===== src/rtl/int_alu_pkg.sv =====
package int_alu_pkg;
  typedef enum logic [2:0] {
    OP_ADD  = 3'd0,
    OP_SUB  = 3'd1,
    OP_SLT  = 3'd2,
    OP_AND  = 3'd3,
    OP_OR   = 3'd4,
    OP_XOR  = 3'd5,
    OP_LUI  = 3'd6,
    OP_RSVD = 3'd7
  } alu_op_e;

  // arithmetic helpers kept here so the datapath reads as calls
  function automatic logic [63:0] f_add(input logic [63:0] x, input logic [63:0] y);
    return x + y;
  endfunction

  function automatic logic [63:0] f_sub(input logic [63:0] x, input logic [63:0] y);
    return x - y;
  endfunction

  function automatic logic is_arith(input alu_op_e op);
    return (op == OP_ADD) || (op == OP_SUB) || (op == OP_SLT);
  endfunction
endpackage


===== src/rtl/imm_widen.sv =====
module imm_widen #(
  parameter int DATA_W = 32,
  parameter int IMM_W  = 16
) (
  input  logic [IMM_W-1:0]  imm,
  input  logic              sign_ext,
  output logic [DATA_W-1:0] wide
);
  localparam int PAD_W = DATA_W - IMM_W;

  logic fill;
  assign fill = sign_ext & imm[IMM_W-1];
  assign wide = {{PAD_W{fill}}, imm};
endmodule


===== src/rtl/arith_unit.sv =====
module arith_unit
  import int_alu_pkg::*;
#(
  parameter int DATA_W = 32
) (
  input  logic [DATA_W-1:0] x,
  input  logic [DATA_W-1:0] y,
  output logic [DATA_W-1:0] sum,
  output logic [DATA_W-1:0] diff,
  output logic              lt_signed
);
  localparam int MSB = DATA_W - 1;

  logic [63:0] x64, y64, s64, d64;

  assign x64 = 64'(x);
  assign y64 = 64'(y);
  assign s64 = f_add(x64, y64);
  assign d64 = f_sub(x64, y64);

  assign sum  = s64[DATA_W-1:0];
  assign diff = d64[DATA_W-1:0];

  // differing signs decide directly; equal signs cannot overflow the difference
  assign lt_signed = (x[MSB] != y[MSB]) ? x[MSB] : diff[MSB];

  logic unused_hi;
  assign unused_hi = ^{s64[63:DATA_W], d64[63:DATA_W]};
endmodule


===== src/rtl/logic_unit.sv =====
module logic_unit
  import int_alu_pkg::*;
#(
  parameter int DATA_W = 32
) (
  input  alu_op_e           op,
  input  logic [DATA_W-1:0] x,
  input  logic [DATA_W-1:0] y,
  output logic [DATA_W-1:0] res
);
  always_comb begin
    unique case (op)
      OP_AND:  res = x & y;
      OP_OR:   res = x | y;
      OP_XOR:  res = x ^ y;
      default: res = '0;
    endcase
  end
endmodule


===== src/rtl/int_alu.sv =====
module int_alu
  import int_alu_pkg::*;
#(
  parameter int DATA_W = 32,
  parameter int IMM_W  = 16
) (
  input  logic [2:0]        op_i,
  input  logic              use_imm,
  input  logic [DATA_W-1:0] a_i,
  input  logic [DATA_W-1:0] b_i,
  input  logic [IMM_W-1:0]  imm_i,
  output logic [DATA_W-1:0] result_o,
  output logic              zero_o
);
  localparam int LOW_W = DATA_W - IMM_W;

  alu_op_e op;
  assign op = alu_op_e'(op_i);

  // named internal events, observed by the bound checker
  logic              sext_sel;
  logic [DATA_W-1:0] imm_wide;
  logic [DATA_W-1:0] opnd_b;
  logic [DATA_W-1:0] add_res, sub_res, log_res;
  logic              lt_flag;
  logic [DATA_W-1:0] slt_word;
  logic [DATA_W-1:0] lui_word;

  assign sext_sel = is_arith(op);

  imm_widen #(.DATA_W(DATA_W), .IMM_W(IMM_W)) u_widen (
    .imm      (imm_i),
    .sign_ext (sext_sel),
    .wide     (imm_wide)
  );

  assign opnd_b = use_imm ? imm_wide : b_i;

  arith_unit #(.DATA_W(DATA_W)) u_arith (
    .x         (a_i),
    .y         (opnd_b),
    .sum       (add_res),
    .diff      (sub_res),
    .lt_signed (lt_flag)
  );

  logic_unit #(.DATA_W(DATA_W)) u_logic (
    .op  (op),
    .x   (a_i),
    .y   (opnd_b),
    .res (log_res)
  );

  assign slt_word = {{(DATA_W-1){1'b0}}, lt_flag};
  assign lui_word = {imm_i, {LOW_W{1'b0}}};

  always_comb begin
    unique case (op)
      OP_ADD:                 result_o = add_res;
      OP_SUB:                 result_o = sub_res;
      OP_SLT:                 result_o = slt_word;
      OP_AND, OP_OR, OP_XOR:  result_o = log_res;
      OP_LUI:                 result_o = lui_word;
      default:                result_o = '0;
    endcase
  end

  assign zero_o = (result_o == '0);
endmodule


===== config.mk =====
export PLATFORM = sky130hd
export DESIGN_NAME = int_alu
export DESIGN_NICKNAME = d
export VERILOG_FILES = /design/src/rtl/int_alu_pkg.sv /design/src/rtl/imm_widen.sv /design/src/rtl/arith_unit.sv /design/src/rtl/logic_unit.sv /design/src/rtl/int_alu.sv
export SDC_FILE = /design/constraint.sdc
export NUM_CORES = 1
export LEC_CHECK = 0
export CORE_MARGIN = 2
export CORE_UTILIZATION = 37
export DETAILED_ROUTE_END_ITERATION = 16
export DONT_BUFFER_PORTS = 1
export GPL_ROUTABILITY_DRIVEN = 0
export PLACE_DENSITY = 0.55
export SYNTH_ARGS = -nofsm -noshare
export SYNTH_HDL_FRONTEND = slang
export SYNTH_SLANG_ARGS = --single-unit

===== constraint.sdc =====
create_clock -name vclk -period 24.5
set_input_delay 7.35 -clock vclk [all_inputs]
set_output_delay 7.35 -clock vclk [all_outputs]
set_load 0.02 [all_outputs]

==> reports/metrics.cfg <==
[finish]
nFillCells=1778
seqCellArea_um2=0
stdcell_area_um2=6210
drive_above_1_share=0.0367
diodes=0
nClkBuffers=0
areaGrowthSynthToFinish_pct=1.06
finalNetCount=1056
design.seq.count=0

[yosys]
seq_area_frac_synth=0
syn_area_um2=6150
synth_warnings=0
yosysUniqueCellTypes=84
syn_area_per_cell_um2=6.65
synthesis.nets=1106
syn_inst=924

[setup_path]
critPathMaxFanout=30
cp.arrival_ps=14120
critPathKind=primary input to primary output
cpMostUsedCell=inv_1
cpLargestDelayFamily=simple AND/OR/NAND/NOR gates
worst-path-buf-inv=4
required_ps=17150
start_kind=primary input
cp_slowest_cell=nor4_1
slowest_delay_ps=740
crit_path_end_kind=primary output

[route]
wl_per_cell_um=22.9
ant_nets=0
vias_per_cell=6.38
wl_um=25000
first_iter_violations=700
routed-via-count=6968
first_pass_iters=6
drc=0

[power]
peakVddDrop_mv=0.0113
p_per_area_nw_per_um2=31.0
p_leak_uw=0.00281

[grt]
grt_pass1_vias=6557
antenna_found_initial=0
grt_max_degree=49
grt_remaining_overflow=0
grt_pass1_wl_um=38000
grt_usage=0.271

[floorplanning]
die_x_um=133
io_pins=117
die_height_um=133
design.core.area_um2=16400
start_util=0.375
rows=47
die-area_um2=17700

[run_status]
run_status=finished, final reports clean

[timing]
tns_ps=0
tightest_slew_ps=1160
period_needed_ps=21470
fin_crit_sh=0.876
relSlewSlack=0.224
rsz0062_at_grt=false
finalHoldViolations=0
finalSetupViolCount=0
drv_slew=0
hold_slack_ps=14870
fmax_ghz=0.0466

[place]
placed_cell_area_um2=6210
port-buffer-count=0
post-dp-hpwl_um=19800

[hold_path]
hp-class=primary input to primary output

[clock_tree]
cts_resized=0
postCtsSetupBuffers=0
cts_hold_buf=0

[flow_run]
cap_viol_max_count=0

==> per-stage QoR <==
stage / std cells / worst slack (ps) / utilization / total power [uW]
6_report: 1092 / 3030 / 0.379 / 192
5_1_grt: 1092 / 2560 / 0.379 / 210
4_1_cts: 1092 / 3070 / 0.379 / 188
3_5_place_dp: 1092 / 3100 / 0.379 / 187
3_3_place_gp: 1092 / 3260 / 0.379 / 188
2_1_floorplan: 924 / 3570 / - / 148
==> Yosys cell counts, drive strengths merged, types with 6 or more instances <==
cell type	number	area [um^2]
or3	8	50.1
o211ai	20	150
mux2i	27	270
a21o	22	165
a21oi	84	420
o21ai	59	299
o31ai	8	60.1
clkbuf	36	135
nor3	20	100
a211oi	17	143
nor2	80	305
nand2	66	248
a221oi	9	91.3
o211a	7	70.1
nor2b	18	113
ha	95	1190
a31oi	14	87.6
and2	7	43.8
nand3b	6	45.0
nand2b	16	100
buf	22	125
o21a	21	158
a211o	6	52.6
nor4	11	90.1
a22oi	17	128
a221o	8	80.1
inv	100	375
o21bai	11	82.6
nand3	8	40.0
==> area by class of cell <==
| cell class | instances | area [um^2] | share of cell area |
|---|---|---|---|
| Inverter | 101 | 379 | 0.0610 |
| Multi-Input combinational cell | 765 | 5510 | 0.887 |
| Tap cell | 220 | 275 | 0.0443 |
| Timing Repair Buffer | 6 | 45.0 | 0.00725 |
==> final timing paths <==
| path | start | to | slack, ps | cells after the start |
|---|---|---|---|---|
| setup / recovery | op_i[2] | zero_o | 3030 | 27 |
| hold / removal | op_i[1] | result_o[0] | 14870 | 1 |
==> report_power, final <==
| part | internal (uW) | switching, uW |
|---|---|---|
| clock | 0 | 0 |
| sequential | 0 | 0 |
| combinational | 64.9 | 127 |
| total | 64.9 | 127 |
==> logic make-up (layout without fill, tap and decap cells) <==
kind of cell             after synthesis  in the layout  share of synthesized area
AND/OR/NAND/NOR                      269            269                      0.225
multiplexers                          30             30                     0.0513
adder cells (fa/ha/maj)               98             98                      0.203
XOR/XNOR                               6              6                    0.00855
buffers and inverters                159            107                      0.104
AO/OA/AOI/OAI                        362            362                      0.408
==> per-layer routing <==
metal | part of all wire | wire, um | GRT usage
met5 | 0 | 0 | 0
met4 | 0.029 | 735 | 0.0603
met1 | 0.41 | 10400 | 0.356
met3 | 0.13 | 3140 | 0.0870
met2 | 0.43 | 10800 | 0.434
==> placed cells by master, fill, tap and decap left out, drive strengths merged, types with 5 or more instances in the layout <==
| cell type | Yosys | layout |
|---|---|---|
| nand4 | 5 | 5 |
| a211oi | 17 | 17 |
| mux2i | 27 | 27 |
| ha | 95 | 95 |
| nand2 | 66 | 66 |
| nor3 | 20 | 20 |
| o211ai | 20 | 20 |
| xnor2 | 5 | 5 |
| or3 | 8 | 8 |
| nand2b | 16 | 16 |
| inv | 100 | 100 |
| nor2b | 18 | 18 |
| buf | 22 | 6 |
| a211o | 6 | 6 |
| and2 | 7 | 7 |
| a31oi | 14 | 14 |
| o221ai | 5 | 5 |
| a221oi | 9 | 9 |
| nand3 | 8 | 8 |
| a21o | 22 | 22 |
| a21oi | 84 | 84 |
| a32oi | 5 | 5 |
| nor2 | 80 | 80 |
| nand3b | 6 | 6 |
| nor4 | 11 | 11 |
| o31ai | 8 | 8 |
| o311ai | 5 | 5 |
| a22oi | 17 | 17 |
| a221o | 8 | 8 |
| o21a | 21 | 21 |
| o21ai | 59 | 59 |
| o211a | 7 | 7 |
| o21bai | 11 | 11 |
Note: power is estimated with default switching activity, not from simulation.
